`src/rtl/tcm_pkg.sv`:
```
package tcm_pkg;
  localparam logic [7:0] ADR_CMP = 8'h2D;
  localparam logic [7:0] ADR_CNT = 8'h2E;
  localparam logic [7:0] ADR_FLG = 8'h38;
  localparam logic [7:0] ADR_MSK = 8'h39;
  localparam int unsigned BIT_CMP = 6;
  localparam int unsigned BIT_OVF = 2;
  localparam int unsigned VEC_CMP = 3;
  localparam int unsigned VEC_OVF = 4;
endpackage

```
`src/rtl/tcm_counter.sv`:
```
module tcm_counter #(
  parameter int unsigned W = 8
) (
  input  logic         clk,
  input  logic         rst,
  input  logic         en,
  input  logic         clr_mode,
  input  logic         cnt_wr,
  input  logic         cmp_wr,
  input  logic [W-1:0] wdata,
  output logic [W-1:0] cnt,
  output logic [W-1:0] cmp,
  output logic         hit,
  output logic         wrap
);
  logic         step;
  logic [W-1:0] inc;

  always_comb begin
    step = en & ~cnt_wr;
    inc  = cnt + 1'b1;
    hit  = step & (inc == cmp);
    wrap = step & (cnt == {W{1'b1}}) & ~(hit & clr_mode);
  end

  always_ff @(posedge clk) begin
    if (rst) begin
      cnt <= '0;
      cmp <= '1;
    end else begin
      if (cnt_wr)
        cnt <= wdata;
      else if (en)
        cnt <= (hit && clr_mode) ? '0 : inc;
      if (cmp_wr)
        cmp <= wdata;
    end
  end

  assert_hold_R2: assert property (@(posedge clk) disable iff (rst)
    (!en && !cnt_wr) |=> $stable(cnt));
  assert_write_wins_R3: assert property (@(posedge clk) disable iff (rst)
    cnt_wr |=> cnt == $past(wdata));
  assert_match_lands_R4: assert property (@(posedge clk) disable iff (rst)
    (hit && !clr_mode) |=> cnt == $past(cmp));
  assert_clear_on_match_R5: assert property (@(posedge clk) disable iff (rst)
    (hit && clr_mode) |=> cnt == '0);
  assert_no_wrap_on_clear_R5: assert property (@(posedge clk) disable iff (rst)
    (hit && clr_mode) |-> !wrap);
  assert_wrap_to_zero_R6: assert property (@(posedge clk) disable iff (rst)
    wrap |=> cnt == '0);
endmodule

```
`src/rtl/tcm_irq_regs.sv`:
```
module tcm_irq_regs #(
  parameter int unsigned W       = 8,
  parameter int unsigned VW      = 3,
  parameter int unsigned BIT_CMP = 6,
  parameter int unsigned BIT_OVF = 2,
  parameter int unsigned VEC_CMP = 3,
  parameter int unsigned VEC_OVF = 4
) (
  input  logic          clk,
  input  logic          rst,
  input  logic          hit,
  input  logic          wrap,
  input  logic          msk_wr,
  input  logic          flg_wr,
  input  logic [W-1:0]  wdata,
  input  logic          gie,
  output logic [W-1:0]  mask,
  output logic [W-1:0]  flags,
  output logic          irq_req,
  output logic [VW-1:0] irq_vec
);
  localparam logic [W-1:0] MASK_RW = {1'b0, {(W-2){1'b1}}, 1'b0};

  logic flg_cmp, flg_ovf;
  logic pend_cmp, pend_ovf;

  always_comb begin
    flags          = '0;
    flags[BIT_CMP] = flg_cmp;
    flags[BIT_OVF] = flg_ovf;
    pend_cmp       = flg_cmp & mask[BIT_CMP];
    pend_ovf       = flg_ovf & mask[BIT_OVF];
  end

  always_ff @(posedge clk) begin
    if (rst) begin
      mask    <= '0;
      flg_cmp <= 1'b0;
      flg_ovf <= 1'b0;
      irq_req <= 1'b0;
      irq_vec <= '0;
    end else begin
      if (msk_wr)
        mask <= wdata & MASK_RW;
      flg_cmp <= hit  | (flg_cmp & ~(flg_wr & wdata[BIT_CMP]));
      flg_ovf <= wrap | (flg_ovf & ~(flg_wr & wdata[BIT_OVF]));
      irq_req <= gie & (pend_cmp | pend_ovf);
      if (!gie)
        irq_vec <= '0;
      else if (pend_cmp)
        irq_vec <= VW'(VEC_CMP);
      else if (pend_ovf)
        irq_vec <= VW'(VEC_OVF);
      else
        irq_vec <= '0;
    end
  end

  assert_match_sets_flag_R4: assert property (@(posedge clk) disable iff (rst)
    hit |=> flags[BIT_CMP]);
  assert_wrap_sets_flag_R6: assert property (@(posedge clk) disable iff (rst)
    wrap |=> flags[BIT_OVF]);
  assert_flag_sticky_R7: assert property (@(posedge clk) disable iff (rst)
    (flags[BIT_CMP] && !flg_wr) |=> flags[BIT_CMP]);
  assert_no_spurious_flag_R7: assert property (@(posedge clk) disable iff (rst)
    (!hit && !flags[BIT_CMP]) |=> !flags[BIT_CMP]);
  assert_req_needs_gie_R9: assert property (@(posedge clk) disable iff (rst)
    irq_req |-> $past(gie));
  assert_vec_valid_R9: assert property (@(posedge clk) disable iff (rst)
    irq_req |-> (irq_vec == VW'(VEC_CMP) || irq_vec == VW'(VEC_OVF)));
endmodule

```
`src/rtl/tcm_timer8.sv`:
```
module tcm_timer8
  import tcm_pkg::*;
#(
  parameter int unsigned W  = 8,
  parameter int unsigned AW = 8,
  parameter int unsigned VW = 3
) (
  input  logic          clk,
  input  logic          rst,
  input  logic          cnt_en,
  input  logic          clr_mode,
  input  logic          gie,
  input  logic          bus_we,
  input  logic [AW-1:0] bus_addr,
  input  logic [W-1:0]  bus_wdata,
  output logic [W-1:0]  rdata,
  output logic          irq_req,
  output logic [VW-1:0] irq_vec
);
  localparam logic [AW-1:0] A_CMP = AW'(ADR_CMP);
  localparam logic [AW-1:0] A_CNT = AW'(ADR_CNT);
  localparam logic [AW-1:0] A_FLG = AW'(ADR_FLG);
  localparam logic [AW-1:0] A_MSK = AW'(ADR_MSK);

  logic [W-1:0] cnt, cmp, mask, flags;
  logic         hit, wrap;
  logic         cnt_wr, cmp_wr, msk_wr, flg_wr;

  always_comb begin
    cnt_wr = bus_we && (bus_addr == A_CNT);
    cmp_wr = bus_we && (bus_addr == A_CMP);
    msk_wr = bus_we && (bus_addr == A_MSK);
    flg_wr = bus_we && (bus_addr == A_FLG);
  end

  tcm_counter #(.W(W)) i_counter (
    .clk(clk), .rst(rst), .en(cnt_en), .clr_mode(clr_mode),
    .cnt_wr(cnt_wr), .cmp_wr(cmp_wr), .wdata(bus_wdata),
    .cnt(cnt), .cmp(cmp), .hit(hit), .wrap(wrap)
  );

  tcm_irq_regs #(
    .W(W), .VW(VW), .BIT_CMP(BIT_CMP), .BIT_OVF(BIT_OVF),
    .VEC_CMP(VEC_CMP), .VEC_OVF(VEC_OVF)
  ) i_irq (
    .clk(clk), .rst(rst), .hit(hit), .wrap(wrap),
    .msk_wr(msk_wr), .flg_wr(flg_wr), .wdata(bus_wdata), .gie(gie),
    .mask(mask), .flags(flags), .irq_req(irq_req), .irq_vec(irq_vec)
  );

  always_ff @(posedge clk) begin
    if (rst)
      rdata <= '0;
    else begin
      case (bus_addr)
        A_CMP:   rdata <= cmp;
        A_CNT:   rdata <= cnt;
        A_FLG:   rdata <= flags;
        A_MSK:   rdata <= mask;
        default: rdata <= '0;
      endcase
    end
  end

  assert_reserved_zero_R8: assert property (@(posedge clk) disable iff (rst)
    (bus_addr == A_MSK || bus_addr == A_FLG) |=> (!rdata[W-1] && !rdata[0]));
  assert_unused_reads_zero_R10: assert property (@(posedge clk) disable iff (rst)
    (bus_addr != A_MSK && bus_addr != A_FLG && bus_addr != A_CMP &&
     bus_addr != A_CNT) |=> rdata == '0);
endmodule

```
`config.mk`:
```
export PLATFORM = sky130hd
export DESIGN_NAME = tcm_timer8
export DESIGN_NICKNAME = d
export VERILOG_FILES = /design/src/rtl/tcm_pkg.sv /design/src/rtl/tcm_counter.sv /design/src/rtl/tcm_irq_regs.sv /design/src/rtl/tcm_timer8.sv
export SDC_FILE = /design/constraint.sdc
export NUM_CORES = 1
export LEC_CHECK = 0
export BUFFER_PORTS_ARGS = -buffer_cell sky130_fd_sc_hd__buf_2
export CORE_MARGIN = 2
export CORE_UTILIZATION = 45
export DETAILED_ROUTE_END_ITERATION = 6
export GPL_TIMING_DRIVEN = 0
export PLACE_DENSITY = 0.66
export SKIP_LAST_GASP = 1
export SLEW_MARGIN = 20
export SYNTH_ARGS = -nofsm -noshare
export SYNTH_HDL_FRONTEND = slang
export SYNTH_SLANG_ARGS = --single-unit
export TNS_END_PERCENT = 1
```
`constraint.sdc`:
```
create_clock -name clk -period 5.67 [get_ports clk]
set_input_delay 0.567 -clock clk [delete_from_list [all_inputs] [get_ports clk]]
set_output_delay 0.567 -clock clk [all_outputs]
set_load 0.005 [all_outputs]
```
== After elaboration in Yosys (flattened, before gate mapping) ==
Cells that the tools add are included.
W data, S select, Z words.

* Logic and storage cells: 50
* Output and inout bits: 12
* Register bits after elaboration: 36
* Input bits: 22

* Mux-type cells: 6
* Equal/unequal tests: 6
* Reduce and logical (&&, ||, !) cells: 8
* Bitwise operators: 20
* Add/sub/neg operators: 1

{| class="wikitable"
|+ Operator list
! operator !! count
|-
| $eq A8 B6 Y1 const B || 4
|-
| $pmux W8 S4 || 1
|-
| $mux W8 || 3
|-
| $and A1 B1 Y1 || 12
|-
| $add A8 B1 Y8 const B || 1
|-
| $eq A8 B8 Y1 || 1
|-
| $eq A8 B8 Y1 const B || 1
|-
| $logic_and A1 B1 Y1 || 5
|-
| $not A1 Y1 || 5
|-
| $mux W3 || 1
|-
| $or A1 B1 Y1 || 3
|-
| $reduce_or A3 Y1 || 1
|-
| $mux W2 || 1
|-
| $reduce_bool A2 Y1 || 1
|-
| $reduce_or A2 Y1 || 1
|}

== Logic depth before layout (Yosys ltp) ==
Gate-level depths: netlist (run 1).

* Depth in word-level cells: 9
* Depth in mapped cells: 6
* Depth with buffers taken out: 6

== By module ==
From an unflattened synthesis (run 1), not the netlist that was laid out.

* Cells, all modules: 228
* Area, all modules: 2142.1 µm²

{| class="wikitable"
|+ Modules (own cells, without submodules)
! module !! cells each !! times used !! area an instance (µm²) !! sequential area each (µm²)
|-
| tcm_counter || 122 || 1 || 1116.1 || 320.3
|-
| tcm_timer8 || 57 || 1 || 543.0 || 160.2
|-
| tcm_irq_regs || 49 || 1 || 483.0 || 220.2
|}

== Worst setup path after synthesis (run 1) ==
No wires, ideal clock.

* Kind: input to register
* Start: input port bus_addr[6]
* End: register i_counter.cmp[0]
* Arrival time: 1773 ps
* Setup slack: 3777 ps
* Path buffers: 1
* Stages: 6
* Required time: 5550 ps
* Path through: and4bb_2 > nand2_1 > nor2_2 > buf_2 > nand2_1 > a211o_1

* Longest elaborated chain between the ends: 2

{| class="wikitable"
|+ Ends and longest elaborated chain
! item !! line !! RTL
|-
| from (decl) || tcm_timer8.sv:14 || <nowiki>input logic [AW-1:0] bus_addr,</nowiki>
|-
| $eq A8 B6 Y1 || tcm_timer8.sv:31 || <nowiki>cmp_wr = bus_we && (bus_addr == A_CMP);</nowiki>
|-
| $logic_and A1 B1 Y1 || tcm_timer8.sv:31 ||
|-
| to (signal assigned) || tcm_counter.sv:36 || <nowiki>cmp <= wdata;</nowiki>
|-
| to (decl) || tcm_counter.sv:12 || <nowiki>output logic [W-1:0] cmp,</nowiki>
|}

No other way between the ends.
A chain may end at the register's enable or synchronous reset.

== Worst setup path after layout (run 1) ==
* Start: register i_counter.cnt[1]
* End: register i_counter.cnt[2]

* Longest elaborated chain between the ends: 7

{| class="wikitable"
|+ Ends and longest elaborated chain
! item !! line !! RTL
|-
| from (decl) || tcm_counter.sv:11 || <nowiki>output logic [W-1:0] cnt,</nowiki>
|-
| from (signal assigned) || tcm_counter.sv:32 || <nowiki>cnt <= wdata;</nowiki>
|-
| from (signal assigned) || tcm_counter.sv:34 || <nowiki>cnt <= (hit && clr_mode) ? '0 : inc;</nowiki>
|-
| $add A8 B1 Y8 * || tcm_counter.sv:21 || <nowiki>inc = cnt + 1'b1;</nowiki>
|-
| $eq A8 B8 Y1 || tcm_counter.sv:22 || <nowiki>hit = step & (inc == cmp);</nowiki>
|-
| $and A1 B1 Y1 || tcm_counter.sv:22 ||
|-
| $logic_and A1 B1 Y1 || tcm_counter.sv:34 ||
|-
| $mux W8 * || tcm_counter.sv:34 ||
|-
| $mux W8 * || tcm_counter.sv:33 || <nowiki>else if (en)</nowiki>
|-
| $mux W8 * || tcm_counter.sv:31 || <nowiki>if (cnt_wr)</nowiki>
|}

Every way passes the cells marked *; elsewhere a longest branch is shown, timed or not. The select of a mux whose other input is x is not followed.

==> results.sh, run 1 <==
export IMPL_critPathMaxFanout=8
export IMPL_dr_total_vias=1773
export IMPL_die_x_um=70.2
export IMPL_layout_commonest_cell="buf_2"
export IMPL_clock_sinks=35
export IMPL_fin_cells=310
export IMPL_post_cts_setup_buffer_count=0
export IMPL_place_hpwl_mm=3.72
export IMPL_p_clk_share_pct=35.9
export IMPL_drv_cap=0
export IMPL_grt_max_degree=11
export IMPL_ctsHoldBuffers=0
export IMPL_design_area_um2=2270
export IMPL_fin_tns_setup_ps=0
export IMPL_die_y_um=70.2
export IMPL_diodes=0
export IMPL_reg2reg_depth=6
export IMPL_p_leak_nw=0.913
export IMPL_holdCritStartpoint="i_irq.mask[1]"
export IMPL_grt_pass1_vias=1618
export IMPL_tightest_slew_ps=765
export IMPL_htreeDepth=2
export IMPL_wirelength_mm=4.97
export IMPL_cp_required_ps=5810
export IMPL_report_final_setup_viol=0
export IMPL_ys_seq_elements=35
export IMPL_initial_utilization_pct=45.9
export IMPL_gp_congestion=0.865
export IMPL_reg2reg_slack_ps=3370
export IMPL_rsz0062_at_grt="no"
export IMPL_placed_cells=304
export IMPL_p_switching_w=0.000112
export IMPL_ant_nets=0
export IMPL_insertion_delay_ps=290
export IMPL_grt_pass1_wl_mm=8.36
export IMPL_overflow=0
export IMPL_rows=24
export IMPL_dr_pass1_iters=6
export IMPL_ctsResizeCount=0
export IMPL_timing_final_max_slew_violations=0
export IMPL_layout_common_cells="buf_2 (36), dfxtp_1 (35), and3_1 (18), nand2_1 (16), nand3_1 (13)"
export IMPL_synth_yosys_warnings=0
export IMPL_r2r_start="i_counter.cnt[1]"
export IMPL_ir_drop_v=0.000116
export IMPL_synth_avg_cell_area_um2=8.95
export IMPL_status="finished clean"
export IMPL_area_growth_pct=15.1
export IMPL_detailed_place_area_um2=2190
export IMPL_vias_per_cell=5.72
export IMPL_p_int_w=0.000347
export IMPL_cts_tree="yes"
export IMPL_die_area_um2=4920
export IMPL_min_to="i_irq.mask[1]"
export IMPL_final_nets=282
export IMPL_cts_clk_slew_worst_paths_ps=70
export IMPL_numCtsBuffers=5
export IMPL_fin_crit_sh_pct=40.5
export IMPL_hold_class="reg -> reg"
export IMPL_drive_gt1_share_pct=23.6
export IMPL_syn_num_nets=243
export IMPL_routedWlPerCell_um=16.0
export IMPL_ios=34
export IMPL_netSwitchingFraction_pct=24.4
export IMPL_synth_cells=220
export IMPL_fin_skew_ps=5.31
export IMPL_synth_area_um2=1970
export IMPL_antenna_found_initial=0
export IMPL_drcViolationCount=0
export IMPL_fin_util_pct=52.8
export IMPL_relSlewSlack_pct=48.9
export IMPL_grt_total_usage_pct=22.0
export IMPL_seq_area_frac_synth_pct=35.6
export IMPL_period_minus_slack_ps=2300
export IMPL_drtIter0Drc=108
export IMPL_crit_arrival_ps=2440
export IMPL_synthFlopType="dfxtp_1"
export IMPL_fmax_mhz=436
export IMPL_critPathLaunchType="register"
export IMPL_root_buffer="clkbuf_8"
export IMPL_whs_path_depth=2
export IMPL_core_um2=4290
export IMPL_power_density_nw_per_um2=203
export IMPL_critical_path_class="reg -> reg"
export IMPL_end_kind="register"
export IMPL_cts_max_path_buffers=2
export IMPL_portBuffers=32
export IMPL_synthArstFlopShare_pct=0
export IMPL_synth_edff_count=0
export IMPL_p_comb_share_pct=9.7
export IMPL_power_frac_seq_pct=54.4
export IMPL_hold_violations=0
export IMPL_synth_distinct_cells=53
export IMPL_power_w=0.000459
export IMPL_rr_endpoint="i_counter.cnt[2]"
## Yosys cell counts, drive strengths merged (6+ instances only)
cell type / number / area share (%)
nand2: 16 / 3.0
and3: 18 / 5.7
a31oi: 7 / 2.2
a211o: 10 / 4.4
dfxtp: 35 / 36
xnor2: 9 / 4.0
buf: 10 / 3.9
o32ai: 7 / 3.5
nor2b: 8 / 2.5
inv: 6 / 1.1
o21ai: 6 / 1.5
clkbuf: 6 / 1.2
a21oi: 11 / 2.8
nand3: 13 / 3.3
nor2: 10 / 2.0
## worst max-delay path by stage
stage                      from               end  slack (ps)  cells past startpoint
2_1_floorplan       bus_addr[6]  i_counter.cmp[0]        3780                      6
3_3_place_gp        bus_addr[6]  i_counter.cmp[4]        3340                      7
3_5_place_dp        bus_addr[6]  i_counter.cmp[4]        3380                      7
4_1_cts        i_counter.cnt[1]  i_counter.cnt[7]        3370                      6
5_1_grt        i_counter.cnt[1]  i_counter.cnt[7]        3140                      6
6_report       i_counter.cnt[1]  i_counter.cnt[2]        3370                      6
## power groups by stage
stage          combinational, W  clock [W]  sequential, W
2_1_floorplan         0.0000270          0       0.000255
3_3_place_gp          0.0000437          0       0.000255
3_5_place_dp          0.0000441          0       0.000255
4_1_cts               0.0000442   0.000171       0.000250
5_1_grt               0.0000491   0.000183       0.000250
6_report              0.0000445   0.000165       0.000250
## worst max-delay path, stage by stage, from the launching register on
cell       delay (ps)
dfxtp_1           450
ha_1              340
nand3_1           160
xnor2_1           230
o2111ai_1         260
nor4_4            550
o32ai_1           160
## kinds of logic after synthesis
logic type | count (synthesis) | share of synthesized area (%)
and+or+nand+nor | 89 | 29.3
AOI/OAI and AO/OA | 61 | 22.9
DFF | 35 | 35.6
buffers and inverters | 22 | 6.23
xor gates and xnor gates | 12 | 5.34
adders and majority gates | 1 | 0.635
## registers in the layout, indices dropped and copies added, names as in the netlist
signal	count
i_irq.mask	6
i_irq.irq_vec	2
i_irq.irq_req	1
i_counter.cnt	8
i_irq.flg_cmp	1
rdata	8
i_counter.cmp	8
i_irq.flg_ovf	1
## per-stage QoR
step	hold WS [ps]	setup slack, ps
after floorplan	417	3780
after global placement	443	3340
after detailed placement	449	3380
after CTS	458	3370
after global routing	487	3140
final	456	3370
## layout make-up
class                           instances  area, µm²
Timing Repair Buffer                   32        160
Clock buffer                            6       72.6
Sequential cell                        35        701
Inverter                                6       22.5
Multi-Input combinational cell        163       1150
Fill cell                             447       2030
Buffer                                 16        100
Tap cell                               52       65.1
## layer usage
metal / GRT usage [%] / vias up / routed length, µm
met3: 3.90 / 4 / 288
met1: 32.2 / 821 / 2410
met5: 0 / - / 0
met4: 8.33 / 0 / 69
li1: - / 900 / -
met2: 32.2 / 48 / 2200
Note: power is estimated with default switching activity, not from simulation.
==> inputs of run 2 (changes only) <==
--- a/config.mk
+++ b/config.mk
@@ -10,7 +10,7 @@
 export CORE_UTILIZATION = 45
 export DETAILED_ROUTE_END_ITERATION = 6
 export GPL_TIMING_DRIVEN = 0
-export PLACE_DENSITY = 0.66
+export PLACE_DENSITY = 0.69
 export SKIP_LAST_GASP = 1
 export SLEW_MARGIN = 20
 export SYNTH_ARGS = -nofsm -noshare
==> constraint.sdc (replaced) <==
create_clock -name clk -period 1.95 [get_ports clk]
set_input_delay 0.195 -clock clk [delete_from_list [all_inputs] [get_ports clk]]
set_output_delay 0.195 -clock clk [all_outputs]
set_load 0.005 [all_outputs]
==> results.sh, run 2 (synthesis gave the netlist of run 1 again) <==
export IMPL_critical_path_class="reg -> reg"
export IMPL_wl_met1_mm=2.26
export IMPL_critPathLaunchType="register"
export IMPL_dr_pass1_iters=5
export IMPL_cp_required_ps=2110
export IMPL_fmax_mhz=528
export IMPL_gp_congestion=0.838
export IMPL_grt_pass1_wl_mm=8.48
export IMPL_fin_util_pct=54.7
export IMPL_rows=24
export IMPL_status="finished clean"
export IMPL_ios=34
export IMPL_period_minus_slack_ps=1890
export IMPL_p_clk_share_pct=37.9
export IMPL_critPathMaxFanout=6
export IMPL_fin_crit_sh_pct=97.1
export IMPL_routedWlPerCell_um=16.0
export IMPL_p_switching_w=0.000375
export IMPL_cts_clk_slew_worst_paths_ps=80
export IMPL_layout_commonest_cell="buf_2"
export IMPL_crit_arrival_ps=2050
export IMPL_ir_drop_v=0.000361
export IMPL_worst_path_dominant_cell_family="compound AO/OA/AOI/OAI gates"
export IMPL_rr_endpoint="i_counter.cnt[0]"
export IMPL_initial_utilization_pct=45.9
export IMPL_cts_max_path_buffers=2
export IMPL_top_regs="i_counter.cmp x8, i_counter.cnt x8, rdata x8"
export IMPL_overflow=0
export IMPL_power_frac_seq_pct=51.9
export IMPL_r2r_start="i_counter.cnt[1]"
export IMPL_tightest_slew_ps=646
export IMPL_cp_cell_sequence="ha_4 > xnor2_1 > o211a_1 > o211ai_1 > buf_4 > nor4b_4 > o32ai_2"
export IMPL_drcViolationCount=0
export IMPL_wl_met3_um=296
export IMPL_grt_pass1_vias=1724
export IMPL_netSwitchingFraction_pct=26.7
export IMPL_clock_sinks=35
export IMPL_rsz0062_at_grt="yes"
export IMPL_layout_common_cells="buf_2 (35), dfxtp_1 (33), and3_1 (18), nand2_1 (16), nand3_1 (13)"
export IMPL_portBuffers=32
export IMPL_antenna_found_initial=0
export IMPL_seqCellArea_um2=706
export IMPL_die_y_um=70.2
export IMPL_p_int_w=0.00103
export IMPL_p_comb_share_pct=10.2
export IMPL_drv_cap=0
export IMPL_insertion_delay_ps=300
export IMPL_cts_tree="yes"
export IMPL_htreeDepth=2
export IMPL_dr_total_vias=1838
export IMPL_cp_slowest_cell="dfxtp_4"
export IMPL_drtIter0Drc=125
export IMPL_place_hpwl_mm=3.77
export IMPL_fin_skew_ps=5.72
export IMPL_area_growth_pct=19.4
export IMPL_p_leak_nw=0.941
export IMPL_reg2reg_depth=7
export IMPL_grt_max_degree=13
export IMPL_top_layer="met4"
export IMPL_relSlewSlack_pct=56.9
export IMPL_vias_per_cell=5.83
export IMPL_whs_path_depth=3
export IMPL_root_buffer="clkbuf_8"
export IMPL_grt_total_usage_pct=21.7
export IMPL_place_ws_ps=-228
export IMPL_reg2reg_slack_ps=60
export IMPL_report_final_setup_viol=0
export IMPL_cpPeakStageDelay_ps=390
export IMPL_wirelength_mm=5.05
export IMPL_die_x_um=70.2
export IMPL_wl_met2_mm=2.40
export IMPL_crit_buf_inv=1
export IMPL_die_area_um2=4920
export IMPL_final_nets=285
export IMPL_min_to="i_irq.mask[5]"
export IMPL_fin_ws_ps=57.2
export IMPL_holdCritStartpoint="bus_wdata[5]"
export IMPL_hold_class="in -> reg"
export IMPL_n_fill_cell=422
export IMPL_numCtsBuffers=5
export IMPL_multi_input_area_um2=1180
export IMPL_end_kind="register"
export IMPL_power_density_nw_per_um2=597
export IMPL_core_um2=4290
export IMPL_diodes=0
export IMPL_ant_nets=0
export IMPL_hold_violations=0
export IMPL_timing_final_max_slew_violations=0
export IMPL_drive_gt1_share_pct=27.8
## run 2: cell type report
type	count	area share [%]
plain buffers	16	4.36
clock buffers	5	2.93
clock inverters	3	0.852
inverters	6	0.958
multi-input cells	163	50.2
flip-flops and latches	35	30.0
well taps	52	2.77
repair buffers	35	7.93
## run 2: how the worst max path moves through the flow
stage                          start                to  slack [ps]  cells past startpoint
finish              i_counter.cnt[1]  i_counter.cnt[0]          60                      7
floorplan           i_counter.cnt[1]  i_counter.cnt[2]         120                      6
CTS                 i_counter.cnt[1]  i_counter.cnt[2]          20                      7
global placement    i_counter.cnt[1]  i_counter.cnt[2]        -240                      6
global route        i_counter.cnt[1]  i_counter.cnt[3]          -7                      7
detailed placement  i_counter.cnt[1]  i_counter.cnt[2]        -230                      6
## run 2: tightest hold or removal path, cell delays in order
cell and delay, ps:
buf_2 110, nand3_1 60, a21oi_1 50
## run 2: stage by stage
| step | power (W) | area [µm²] | hold WS [ps] | setup TNS, ps | cells |
|---|---|---|---|---|---|
| 4_1_cts | 0.00140 | 2310 | 155 | 0 | 313 |
| 3_3_place_gp | 0.000869 | 2190 | 442 | -1610 | 304 |
| 3_5_place_dp | 0.000871 | 2190 | 449 | -1610 | 304 |
| 6_report | 0.00140 | 2350 | 162 | 0 | 315 |
| 5_1_grt | 0.00145 | 2350 | 178 | -10.8 | 315 |
| 2_1_floorplan | 0.000819 | 1970 | 342 | 0 | 220 |
## run 2: power by group through the flow
stage | combinational (W) | sequential (W) | clock (W)
floorplan | 0.0000785 | 0.000741 | 0
global placement | 0.000127 | 0.000742 | 0
detailed placement | 0.000129 | 0.000742 | 0
CTS | 0.000133 | 0.000728 | 0.000540
global route | 0.000156 | 0.000730 | 0.000565
finish | 0.000143 | 0.000729 | 0.000532
## run 2: timing repair
action / in CTS / in global routing
endpoints found under the setup margin: 10 / 8
pin swaps: 3 / 3
hold buffers: 0 / 0
gates resized for setup: 3 / 6
setup buffers: 1 / 2
gates cloned: 0 / 0
## run 2: per-layer routing
layer	vias to the layer above	global-route usage (%)
met2	56	32.9
li1	902	-
met1	869	30.5
met3	11	4.47
met4	0	8.12
met5	-	0
